**config.mk**
```make
export PLATFORM = sky130hd
export DESIGN_NAME = ser_ctl_port
export DESIGN_NICKNAME = d
export VERILOG_FILES = /design/src/rtl/ctlp_pkg.sv /design/src/rtl/ctlp_sync.sv /design/src/rtl/ctlp_shifter.sv /design/src/rtl/ctlp_regfile.sv /design/src/rtl/ser_ctl_port.sv
export SDC_FILE = /design/constraint.sdc
export NUM_CORES = 1
export LEC_CHECK = 0
export CAP_MARGIN = 40
export CORE_ASPECT_RATIO = 0.5
export CORE_UTILIZATION = 40
export CTS_CLUSTER_DIAMETER = 40
export DETAILED_ROUTE_END_ITERATION = 10
export DONT_BUFFER_PORTS = 1
export PLACE_DENSITY = 0.58
export SYNTH_ARGS = -nofsm -noshare
export SYNTH_HDL_FRONTEND = slang
export SYNTH_SLANG_ARGS = --single-unit
```
**constraint.sdc**
```tcl
create_clock -name clk -period 2.8 [get_ports clk]
set_input_delay 0 -clock clk [delete_from_list [all_inputs] [get_ports clk]]
set_output_delay 0 -clock clk [all_outputs]
set_load 0.02 [all_outputs]
```
**src/rtl/ctlp_pkg.sv**
```systemverilog
package ctlp_pkg;

   // control register layout, LSB first: de-emphasis occupies the bottom bits
   typedef struct packed {
      logic       intp2;
      logic       intp4;
      logic [1:0] wlen;
      logic       soft_rst;
      logic       mute;
      logic [1:0] fmt;
      logic [1:0] deemph;
   } ctl_fields_t;

   localparam int CTL_BITS = $bits(ctl_fields_t);

   typedef enum logic [1:0] {
      SEL_VOL_L = 2'b00,
      SEL_CTRL  = 2'b01,
      SEL_VOL_R = 2'b10,
      SEL_NONE  = 2'b11
   } reg_sel_e;

endpackage

```
**src/rtl/ctlp_sync.sv**
```systemverilog
module ctlp_sync #(
   parameter int STAGES = 2
) (
   input  logic clk,
   input  logic rst_n,
   input  logic d_async,
   output logic q,
   output logic rise
);
   localparam int LAST = STAGES - 1;

   generate
      if (STAGES < 2) begin : g_bad_stages
         $error("ctlp_sync needs at least two stages");
      end
   endgenerate

   logic [STAGES-1:0] chain;
   logic              prev;

   always_ff @(posedge clk or negedge rst_n) begin
      if (!rst_n) begin
         chain <= '0;
         prev  <= 1'b0;
      end else begin
         chain <= {chain[LAST-1:0], d_async};
         prev  <= chain[LAST];
      end
   end

   assign q    = chain[LAST];
   assign rise = chain[LAST] & ~prev;


   rise_single_chk: assert property (@(posedge clk) disable iff (!rst_n)
      rise |=> !rise);

endmodule

```
**src/rtl/ctlp_shifter.sv**
```systemverilog
module ctlp_shifter #(
   parameter int WORD_W = 16
) (
   input  logic              clk,
   input  logic              rst_n,
   input  logic              shift_en,
   input  logic              din,
   output logic [WORD_W-1:0] word
);
   generate
      if (WORD_W < 4) begin : g_bad_width
         $error("ctlp_shifter word too narrow");
      end
   endgenerate

   always_ff @(posedge clk or negedge rst_n) begin
      if (!rst_n)        word <= '0;
      else if (shift_en) word <= {word[WORD_W-2:0], din};
   end


   shift_only_on_edge_chk: assert property (@(posedge clk) disable iff (!rst_n)
      (word != $past(word)) |-> $past(shift_en));

endmodule

```
**src/rtl/ctlp_regfile.sv**
```systemverilog
module ctlp_regfile
   import ctlp_pkg::*;
#(
   parameter int WORD_W = 16,
   parameter int ADDR_W = 2,
   parameter int VOL_W  = WORD_W - ADDR_W
) (
   input  logic              clk,
   input  logic              rst_n,
   input  logic              load,
   input  logic [WORD_W-1:0] word,
   output logic [VOL_W-1:0]  vol_l,
   output logic [VOL_W-1:0]  vol_r,
   output ctl_fields_t       ctl,
   output logic              vol_l_new,
   output logic              vol_r_new
);
   localparam int DATA_W = WORD_W - ADDR_W;

   generate
      if (ADDR_W != $bits(reg_sel_e)) begin : g_bad_addr
         $error("ctlp_regfile address width must match the select type");
      end
      if (DATA_W != VOL_W) begin : g_bad_vol
         $error("ctlp_regfile volume width must equal the data field");
      end
      if (CTL_BITS > DATA_W) begin : g_bad_ctl
         $error("ctlp_regfile control fields exceed the data field");
      end
   endgenerate

   logic [ADDR_W-1:0] sel;
   logic [DATA_W-1:0] data;

   assign sel  = word[ADDR_W-1:0];
   assign data = word[WORD_W-1:ADDR_W];

   always_ff @(posedge clk or negedge rst_n) begin
      if (!rst_n) begin
         vol_l     <= '1;
         vol_r     <= '1;
         ctl       <= '0;
         vol_l_new <= 1'b0;
         vol_r_new <= 1'b0;
      end else begin
         vol_l_new <= 1'b0;
         vol_r_new <= 1'b0;
         if (load) begin
            case (sel)
               SEL_VOL_L: begin
                  vol_l     <= data;
                  vol_l_new <= 1'b1;
               end
               SEL_VOL_R: begin
                  vol_r     <= data;
                  vol_r_new <= 1'b1;
               end
               SEL_CTRL:  ctl <= ctl_fields_t'(data[CTL_BITS-1:0]);
               default:   ;
            endcase
         end
      end
   end


   left_pulse_width_chk: assert property (@(posedge clk) disable iff (!rst_n)
      vol_l_new |=> !vol_l_new);


   right_pulse_width_chk: assert property (@(posedge clk) disable iff (!rst_n)
      vol_r_new |=> !vol_r_new);


   pulse_excl_chk: assert property (@(posedge clk) disable iff (!rst_n)
      !(vol_l_new && vol_r_new));


   vol_l_change_chk: assert property (@(posedge clk) disable iff (!rst_n)
      (vol_l != $past(vol_l)) |-> vol_l_new);


   vol_r_change_chk: assert property (@(posedge clk) disable iff (!rst_n)
      (vol_r != $past(vol_r)) |-> vol_r_new);


   ctl_change_chk: assert property (@(posedge clk) disable iff (!rst_n)
      (ctl != $past(ctl)) |-> $past(load));

endmodule

```
**src/rtl/ser_ctl_port.sv**
```systemverilog
module ser_ctl_port
   import ctlp_pkg::*;
#(
   parameter int WORD_W      = 16,
   parameter int ADDR_W      = 2,
   parameter int SYNC_STAGES = 2,
   parameter int VOL_W       = WORD_W - ADDR_W
) (
   input  logic             clk,
   input  logic             rst_n,
   input  logic             ser_clk_in,
   input  logic             ser_dat_in,
   input  logic             ser_lat_in,
   input  logic [1:0]       pin_fmt,
   input  logic             pin_mute,
   input  logic             pin_intp4,
   input  logic             pin_intp2,
   input  logic             pin_deemph,
   output logic [VOL_W-1:0] vol_left,
   output logic [VOL_W-1:0] vol_right,
   output logic             vol_left_new,
   output logic             vol_right_new,
   output logic [1:0]       deemph_sel,
   output logic [1:0]       fmt_sel,
   output logic             mute,
   output logic             soft_rst,
   output logic [1:0]       rj_wlen,
   output logic             intp4_sel,
   output logic             intp2_sel
);
   localparam int N_IN   = 3;
   localparam int IX_CLK = 0;
   localparam int IX_DAT = 1;
   localparam int IX_LAT = 2;

   logic [N_IN-1:0]   raw_in;
   logic [N_IN-1:0]   sync_q;
   logic [N_IN-1:0]   sync_rise;
   logic [WORD_W-1:0] shift_word;
   ctl_fields_t       ctl;

   assign raw_in[IX_CLK] = ser_clk_in;
   assign raw_in[IX_DAT] = ser_dat_in;
   assign raw_in[IX_LAT] = ser_lat_in;

   // equal depth on every input keeps data aligned with its clock edge
   generate
      for (genvar g = 0; g < N_IN; g++) begin : g_sync
         ctlp_sync #(.STAGES(SYNC_STAGES)) u_sync (
            .clk     (clk),
            .rst_n   (rst_n),
            .d_async (raw_in[g]),
            .q       (sync_q[g]),
            .rise    (sync_rise[g])
         );
      end
   endgenerate

   ctlp_shifter #(.WORD_W(WORD_W)) u_shift (
      .clk      (clk),
      .rst_n    (rst_n),
      .shift_en (sync_rise[IX_CLK]),
      .din      (sync_q[IX_DAT]),
      .word     (shift_word)
   );

   ctlp_regfile #(.WORD_W(WORD_W), .ADDR_W(ADDR_W), .VOL_W(VOL_W)) u_regs (
      .clk       (clk),
      .rst_n     (rst_n),
      .load      (sync_rise[IX_LAT]),
      .word      (shift_word),
      .vol_l     (vol_left),
      .vol_r     (vol_right),
      .ctl       (ctl),
      .vol_l_new (vol_left_new),
      .vol_r_new (vol_right_new)
   );

   // pin overrides merged after the register
   assign fmt_sel    = ctl.fmt | pin_fmt;
   assign mute       = ctl.mute | pin_mute;
   assign intp4_sel  = ctl.intp4 | pin_intp4;
   assign intp2_sel  = ctl.intp2 | pin_intp2;
   assign deemph_sel = ctl.deemph | {1'b0, pin_deemph};
   assign soft_rst   = ctl.soft_rst;
   assign rj_wlen    = ctl.wlen;

endmodule

```
==> results of run 1 <==
==> power by group <==
part | leakage [nW] | internal (mW) | switching [mW]
combinational | 0.326 | 0.287 | 0.156
clock | 0.128 | 0.621 | 0.347
sequential | 0.739 | 1.38 | 0.491
==> metrics by stage <==
| step | hold WS (ps) | instances |
|---|---|---|
| floorplan | -296 | 137 |
| global placement | -295 | 203 |
| detailed placement | -295 | 203 |
| CTS | 144 | 224 |
| global route | 145 | 224 |
| finish | 143 | 224 |
==> state kept, by name, summed over array words and instances (netlist names) <==
signal and flops:
u_shift.word 16, u_regs.vol_l 14, u_regs.vol_r 14, u_regs.ctl 10
g_sync.u_sync.chain 6, g_sync.u_sync.prev 2, u_regs.vol_l_new 1, u_regs.vol_r_new 1
==> how the worst max path moves through the flow <==
| stage | start | slack [ps] | to | depth (start not counted) |
|---|---|---|---|---|
| after floorplan | u_shift.word[1] | 1370 | u_regs.vol_l[10] | 3 |
| after global placement | u_shift.word[0] | 1200 | u_regs.vol_l[9] | 3 |
| after detailed placement | u_shift.word[0] | 1170 | u_regs.vol_l[9] | 3 |
| after CTS | u_shift.word[0] | 1170 | u_regs.vol_l[8] | 3 |
| after global routing | u_shift.word[0] | 1090 | u_regs.vol_l[10] | 3 |
| final | u_shift.word[0] | 1200 | u_regs.vol_l[9] | 3 |
==> logic make-up after synthesis <==
group | synth area share, %
DFF | 68.2
buffers and inverters | 2.71
and+or+nand+nor | 3.75
muxes | 25.3
==> cells in the final DEF (no fill, tap or decap) <==
master | netlist | routed
buf_4 | 3 | 2
nor4b_4 | 1 | 1
buf_16 | 0 | 1
clkinv_2 | 0 | 1
nor4bb_4 | 0 | 1
mux2_2 | 53 | 53
dfrtp_1 | 36 | 36
clkbuf_16 | 0 | 9
nor2b_2 | 0 | 1
and4bb_2 | 1 | 1
mux2_1 | 1 | 1
or2_2 | 6 | 6
dfstp_2 | 28 | 28
clkbuf_8 | 0 | 1
clkbuf_1 | 0 | 5
dlygate4sd3_1 | 0 | 4
==> final cells by class <==
type                       instances  area (µm²)  share of cell area, %
tap                               73        91.3                   3.28
sequential                        64        1640                   58.7
timing repair buffer               7        82.6                   2.96
clock inverter                     1        5.00                  0.179
multi-input combinational         64         716                   25.7
clock buffer                      15         258                   9.24
==> worst max-delay path, delay by kind of cell, from the launching register on <==
family	cells	cell delay (ps)
DFF	1	460
and+or+nand+nor	1	410
muxes	1	360
buffers and inverters	1	300
==> metal layers <==
layer	share of wire (%)	vias up	GRT usage [%]
met5	0	-	0
met3	6.2	5	6.80
met1	47	577	17.7
li1	-	499	-
met4	1.4	0	8.11
met2	46	32	20.0
==> what timing repair did <==
action	CTS	global route
hold endpoints to repair	67	0
setup buffers	0	0
endpoints found under the setup margin	0	0
hold buffers	5	0
gates resized for setup	0	0
==> out/results.md, run 1 <==
| Parameter | Reported |
|---|---|
| Worst clock skew | 6.60 ps |
| Largest fanout of any net on the critical path | 12 |
| Row Count | 19 |
| Initial core utilization | 42.6% |
| Synth async-reset ratio | 100% |
| Width of the die | 112 µm |
| Post-synth EDFFs | 0 |
| Number of port buffers | 0 |
| Final min period | 1600 ps |
| Clock tree from TritonCTS | yes |
| Via count of the first global-routing pass | 1200 |
| Master cell of the clock root buffer | clkbuf_16 |
| Hold WC Path Type | primary input to output pin |
| Peak VDD IR | 0.000688 V |
| Fill cell instance count of the final layout | 480 |
| Final TNS setup | 0 ps |
| Synthesized area divided by synthesized cell count | 17.5 µm² |
| Layout overhead on the synthesized area | 16.2% |
| Outcome | complete, but fails checks |
| Area of the core region | 5630 µm² |
| Slowest stage delay, CP | 460 ps |
| R2r endpoint | u_regs.vol_l[9] |
| Sort of element at the end of the critical path | flop |
| Max cap viols | 0 |
| Global placer's final weighted congestion | 0.645 |
| End-of-flow core utilization | 49.5% |
| Antenna violations before repair | 0 |
| Cell depth of the worst hold path | 1 |
| Most numerous cell in the Yosys netlist | mux2_2 |
| Final period util | 57.2% |
| Critical path, cell by cell | nor4b_4 > buf_4 > mux2_2 |
| Slowest stage cell on the critical path | dfrtp_1 |
| Worst R2R Path Depth | 3 |
| Most instantiated cells after synthesis | 53 x mux2_2, 36 x dfrtp_1, 28 x dfstp_2 |
| Number of CTS-inserted buffers | 9 |
| Critical Path Start Type | flop |
| Total die area | 6330 µm² |
| I/O pin total | 51 |
| Wire length of the first global-routing pass | 6470 µm |
| Clock Path Buffers | 2 |
| Clock H-tree levels | 3 |
| Type of the worst setup path | flop to flop |
| Final critical-path setup slack | 1200 ps |
| Critical path arrival | 1850 ps |
| Min-delay src | pin_deemph |
| Count of antenna diodes in the layout | 0 |
| Largest net degree at the start of global routing | 65 |
| Clock transition time at the flip-flop clock pins of the worst setup and hold paths | 50 ps |
| Failing checks | design-rule violations |
| Worst Tran Pin Value | 828 ps |
| Register area share after synthesis | 68.2% |
| Critical path required time | 3050 ps |
| Count of state elements after synthesis | 64 |
| Post-synth net total | 148 |
| R2R Path Start | u_shift.word[0] |
| Achievable clock frequency | 624 MHz |
| Area after DPL | 2460 µm² |
| Final Instance Area | 2790 µm² |
| Number of vias per cell | 4.97 |
| Leakage | 1.19 nW |
| Number of vias after detailed routing | 1113 |
| Total Power Consumption | 3.29 mW |
| Total congestion overflow | 0 |
| Worst slew margin | 44.5% |
| Dpl ws | 1170 ps |
| Drt wl/cell | 16.9 µm |
| Fraction of layout instances using a drive strength above 1 | 69.5% |
| Area fraction of the dominant cell type after synthesis | 37.5% |
| Die height | 56.8 µm |
| Clock latency reported for the late side of the worst-skew pair | 320 ps |
| Number of DRC violations after detailed-routing iteration 0 | 42 |
| Post-synthesis cell type with the largest combined area | dfrtp_1 |
| Number of clock sinks | 64 |
| Setup slack of the worst register-to-register path | 1200 ps |
| Total wire length | 3780 µm |
| Half-perimeter wire length after placement | 2290 µm |
| Hold violation count in the final report | 0 |
| Yosys warning total | 0 |
| Power density over the cells | 1180 nW/µm² |
| Prevailing post-synth register cell | dfrtp_1 |
| Total routing resource utilization after global routing | 14.2% |
| Worst hold endpoint | deemph_sel[0] |
| Net count, final | 157 |
| Number of instances in the synthesized netlist | 137 |
| Top post-synthesis cells by area | dfrtp_1 38%, dfstp_2 31%, mux2_2 25% |
| Slew Viols, Final | 0 |
| Number of optimization iterations in the first detailed-route pass | 7 |
| Final setup violation count | 0 |
| Cell area after synthesis | 2400 µm² |
| Number of routed nets with antenna violations | 0 |
| Number of distinct library cells after synthesis | 12 |
| Post-detailed-route DRC marker count | 8 |
| Setup repair after global routing missed its margin | false |
No activity file was read; power rests on OpenSTA's default activity.
==> inputs of run 2 (changes only) <==
Clock period 2.8 ns to 1.6 ns, I/O delays scaled along.
==> out/results.md, run 2 (same netlist as run 1, synthesis figures left out) <==
| Parameter | Reported |
|---|---|
| Outcome | complete, but fails checks |
| Failing checks | design-rule violations |
| Clock latency reported for the late side of the worst-skew pair | 320 ps |
| Width of the die | 112 µm |
| Top flop regs | u_shift.word x16, u_regs.vol_l x14, u_regs.vol_r x14 |
| Fraction of layout instances using a drive strength above 1 | 69.5% |
| Total die area | 6330 µm² |
| Sequential power share | 57.3% |
| Initial core utilization | 42.6% |
| Total routing resource utilization after global routing | 14.1% |
| Post-cts gate resize count | 0 |
| Number of buffers and inverters on the critical path | 1 |
| Slowest stage delay, CP | 460 ps |
| Worst R2R Path Depth | 3 |
| Total congestion overflow | 0 |
| Hold violation count in the final report | 0 |
| Count of antenna diodes in the layout | 0 |
| Power density over the cells | 2050 nW/µm² |
| Critical Path Start Type | flop |
| Most common cell after layout, fill and taps aside | mux2_2 |
| Worst slew margin | 79.0% |
| Number of vias per cell | 5.04 |
| Logic depth of the worst setup path including buffers | 3 |
| Total wire length | 3800 µm |
| R2r endpoint | u_regs.vol_r[5] |
| Number of routed nets with antenna violations | 0 |
| Final TNS setup | 0 ps |
| Number of vias after detailed routing | 1145 |
| Area of the core region | 5630 µm² |
| Master cell of the clock root buffer | clkbuf_16 |
| Final min period | 1450 ps |
| Number of flip-flops under the largest register name | 16 |
| Clock H-tree levels | 3 |
| Sort of element at the end of the critical path | flop |
| Largest net degree at the start of global routing | 65 |
| Power share of the combinational group | 13.6% |
| Internal power component | 4.02 mW |
| Number of clock sinks | 64 |
| Slew Viols, Final | 0 |
| Final period util | 90.4% |
| Die height | 56.8 µm |
| Post-Place Cells | 206 |
| Critical path, cell by cell | nor4bb_4 > buf_4 > mux2_2 |
| Setup repair after global routing missed its margin | false |
| I/O pin total | 51 |
| Highest-count cells in the layout ignoring fill and taps | 53 x mux2_2, 36 x dfrtp_1, 28 x dfstp_2, 9 x clkbuf_16 |
| Global placer's final weighted congestion | 0.700 |
| Wire length of the first global-routing pass | 6470 µm |
| Number of buffers inserted by post-CTS setup repair | 0 |
| Net count, final | 160 |
| Peak VDD IR | 0.000750 V |
| Critical path required time | 1840 ps |
| Clock Path Buffers | 2 |
| Hold WC Path Type | primary input to output pin |
| Type of the worst setup path | flop to flop |
| Half-perimeter wire length after placement | 2500 µm |
| Number of DRC violations after detailed-routing iteration 0 | 37 |
| Drt wl/cell | 16.7 µm |
| Switching power | 1.74 mW |
| Critical path launch point | u_shift.word[0] |
| Layout overhead on the synthesized area | 17.1% |
| Via count of the first global-routing pass | 1183 |
| Max cap viols | 0 |
| Worst Tran Pin Value | 316 ps |
| Clock transition time at the flip-flop clock pins of the worst setup and hold paths | 50 ps |
| Leakage | 1.21 nW |
| Antenna violations before repair | 0 |
| Switching fraction of total power | 30.2% |
| Slowest stage cell on the critical path | dfrtp_1 |
| Largest fanout of any net on the critical path | 7 |
| Share of power burned in the clock network | 29.1% |
| Dominant delay contributor by cell family on the critical path | flip-flops |
| Cell Count, Final, Fillers Out | 227 |
| Achievable clock frequency | 692 MHz |
| Register ranked first by flip-flop count | u_shift.word |
| Capturing instance or port of the critical path | u_regs.vol_r[5] |
| Number of optimization iterations in the first detailed-route pass | 7 |
| Row Count | 19 |
| R2R Path Start | u_shift.word[0] |
| Hold buffers post-CTS | 5 |
| Final setup violation count | 0 |
| Setup slack of the worst register-to-register path | 150 ps |
| Critical path arrival | 1680 ps |
| Worst clock skew | 5.35 ps |
| Number of port buffers | 0 |
| Clock tree from TritonCTS | yes |
| Number of CTS-inserted buffers | 9 |
| Post-detailed-route DRC marker count | 5 |
==> run 2: layout make-up <==
class                           instances  area [µm²]
Fill cell                             479        2820
Sequential cell                        64        1640
Multi-Input combinational cell         64         716
Clock buffer                           16         262
Timing Repair Buffer                   10         105
Tap cell                               73        91.3
==> run 2: routing by layer <==
layer | vias up | track usage, % | routed length [µm]
met5 | - | 0 | 0
met4 | 0 | 6.95 | 37
met3 | 5 | 6.37 | 234
met2 | 34 | 19.7 | 1780
met1 | 606 | 18.4 | 1750
li1 | 500 | - | -
==> run 2: per-stage QoR <==
stage                     util (%)  hold WS, ps  instance area [µm²]  setup WS (ps)  total power, mW
after CTS                     49.9          141                 2810            139             5.87
after detailed placement      44.0         -293                 2480            140             4.08
after global routing          49.9          145                 2810           75.6             6.08
after floorplan                  -         -296                 2400            168             3.87
final                         49.9          141                 2810            154             5.76
after global placement        44.0         -294                 2480            182             4.03
==> run 2: worst min-delay path by stage <==
stage                           from                         to  slack, ps  depth (start not counted)
after CTS                  pin_intp2                  intp2_sel        140                          1
after global placement         rst_n  g_sync[2].u_sync.chain[0]       -290                          0
after global routing      pin_fmt[0]                 fmt_sel[0]        150                          1
final                      pin_intp2                  intp2_sel        140                          1
after floorplan                rst_n  g_sync[0].u_sync.chain[0]       -300                          0
after detailed placement       rst_n            u_shift.word[4]       -290                          0
==> run 2: power groups by stage <==
stage,Sequential [mW],Combinational (mW),Clock (mW)
floorplan,3.09,0.774,0
global placement,3.32,0.716,0
detailed placement,3.33,0.746,0
CTS,3.32,0.800,1.75
global route,3.39,0.860,1.83
finish,3.30,0.782,1.68
==> inputs of run 3 (changes only) <==
Settings changed: CORE_ASPECT_RATIO 0.5 to 0.8.
==> out/results.md, run 3 (same netlist as run 1, synthesis figures left out) <==
| Parameter | Reported |
|---|---|
| Highest-count cells in the layout ignoring fill and taps | 53 x mux2_2, 36 x dfrtp_1, 28 x dfstp_2, 13 x clkbuf_8 |
| Worst clock skew | 8.35 ps |
| Type of the worst setup path | flop to flop |
| Clock transition time at the flip-flop clock pins of the worst setup and hold paths | 60 ps |
| Total area of sequential cells | 1640 µm² |
| End-of-flow core utilization | 49.4% |
| Total routing resource utilization after global routing | 14.8% |
| Initial core utilization | 42.7% |
| Antenna violations before repair | 0 |
| Number of clock sinks | 64 |
| Peak VDD IR | 0.000727 V |
| Worst slew margin | 78.7% |
| Total congestion overflow | 0 |
| Clock latency reported for the late side of the worst-skew pair | 330 ps |
| Hold violation count in the final report | 0 |
| Clock tree from TritonCTS | yes |
| Final TNS setup | 0 ps |
| Setup repair after global routing missed its margin | false |
| Total die area | 6320 µm² |
| Slew Viols, Final | 0 |
| Via count of the first global-routing pass | 1199 |
| Critical path required time | 1820 ps |
| Total wire length | 3890 µm |
| Hold WC Path Type | primary input to output pin |
| Critical path launch point | u_shift.word[1] |
| Post-detailed-route DRC marker count | 0 |
| Worst Tran Pin Value | 320 ps |
| Top flop regs | u_shift.word x16, u_regs.vol_l x14, u_regs.vol_r x14 |
| Global placer's final weighted congestion | 0.643 |
| Layout overhead on the synthesized area | 15.5% |
| Clock H-tree levels | 3 |
| Final period util | 91.6% |
| Power density over the cells | 1940 nW/µm² |
| Largest net degree at the start of global routing | 65 |
| Width of the die | 88.6 µm |
| Final setup violation count | 0 |
| Number of DRC violations after detailed-routing iteration 0 | 63 |
| Number of CTS-inserted buffers | 9 |
| Number of flip-flops under the largest register name | 16 |
| Drt wl/cell | 16.6 µm |
| Min-delay src | pin_fmt[0] |
| I/O pin total | 51 |
| Most common cell after layout, fill and taps aside | mux2_2 |
| Sort of element at the end of the critical path | flop |
| Register ranked first by flip-flop count | u_shift.word |
| Achievable clock frequency | 682 MHz |
| Area of the core region | 5620 µm² |
| Number of port buffers | 0 |
| Max cap viols | 0 |
| Leakage | 1.19 nW |
| Critical Path Start Type | flop |
| Fraction of layout instances using a drive strength above 1 | 71.8% |
| Row Count | 24 |
| Number of vias after detailed routing | 1118 |
| Half-perimeter wire length after placement | 2570 µm |
| Critical path arrival | 1680 ps |
| Number of optimization iterations in the first detailed-route pass | 4 |
| Number of vias per cell | 4.78 |
| Master cell of the clock root buffer | clkbuf_8 |
| Number of routed nets with antenna violations | 0 |
| Largest fanout of any net on the critical path | 10 |
| Final min period | 1470 ps |
| Fill cell instance count of the final layout | 488 |
| Wire length of the first global-routing pass | 6490 µm |
| Clock Path Buffers | 2 |
| R2R Path Start | u_shift.word[1] |
| Number of buffers inserted by post-CTS setup repair | 0 |
| Count of antenna diodes in the layout | 0 |
| Net count, final | 162 |
| Total area of multi-input combinational cells | 716 µm² |
| Die height | 71.3 µm |
| Outcome | complete, no violations |
## run 3: final cells by class
class | count | area share [%]
Sequential cell | 64 | 59.0
Tap cell | 78 | 3.52
Multi-Input combinational cell | 64 | 25.8
Clock buffer | 16 | 6.86
Timing Repair Buffer | 12 | 4.78
## run 3: where the power goes
group / internal (mW) / switching (mW) / total, mW
clock network: 0.735 / 0.548 / 1.28
registers: 2.42 / 0.872 / 3.29
logic: 0.516 / 0.278 / 0.794
## run 3: metal layers
layer | vias up | routed length [µm] | GRT usage (%)
met1 | 573 | 1640 | 17.3
met2 | 37 | 1840 | 21.0
met3 | 6 | 335 | 10.4
met4 | 0 | 68 | 5.91
li1 | 502 | - | -
met5 | - | 0 | 0
## run 3: worst paths after layout
check	end	slack (ps)	cells after the start
hold / removal	fmt_sel[0]	140	1
hold reg to reg	g_sync[0].u_sync.chain[1]	350	0
min in group asynchronous	u_shift.word[6]	220	2
setup / recovery	u_regs.ctl[8]	130	2
max in group asynchronous	u_regs.vol_r[13]	1090	2
setup reg to reg	u_regs.ctl[8]	130	2
## run 3: repair_timing
action / in CTS / in global routing
gates resized for setup: 0 / 0
hold endpoints to repair: 67 / 0
hold buffers: 5 / 0
## run 3: worst max-delay path, cell delays in order (launching register included)
cell	delay (ps)
dfrtp_1	440
and4bb_2	530
mux2_2	390
## run 3: metrics by stage
| step | total power [mW] | cells | worst slack [ps] | area, µm² | hold slack (ps) |
|---|---|---|---|---|---|
| 3_5_place_dp | 4.10 | 213 | 104 | 2510 | -293 |
| 3_3_place_gp | 4.04 | 213 | 131 | 2510 | -293 |
| 2_1_floorplan | 3.87 | 137 | 168 | 2400 | -296 |
| 4_1_cts | 5.46 | 234 | 93.0 | 2770 | 141 |
| 6_report | 5.37 | 234 | 135 | 2770 | 141 |
| 5_1_grt | 5.69 | 234 | 58.2 | 2770 | 147 |
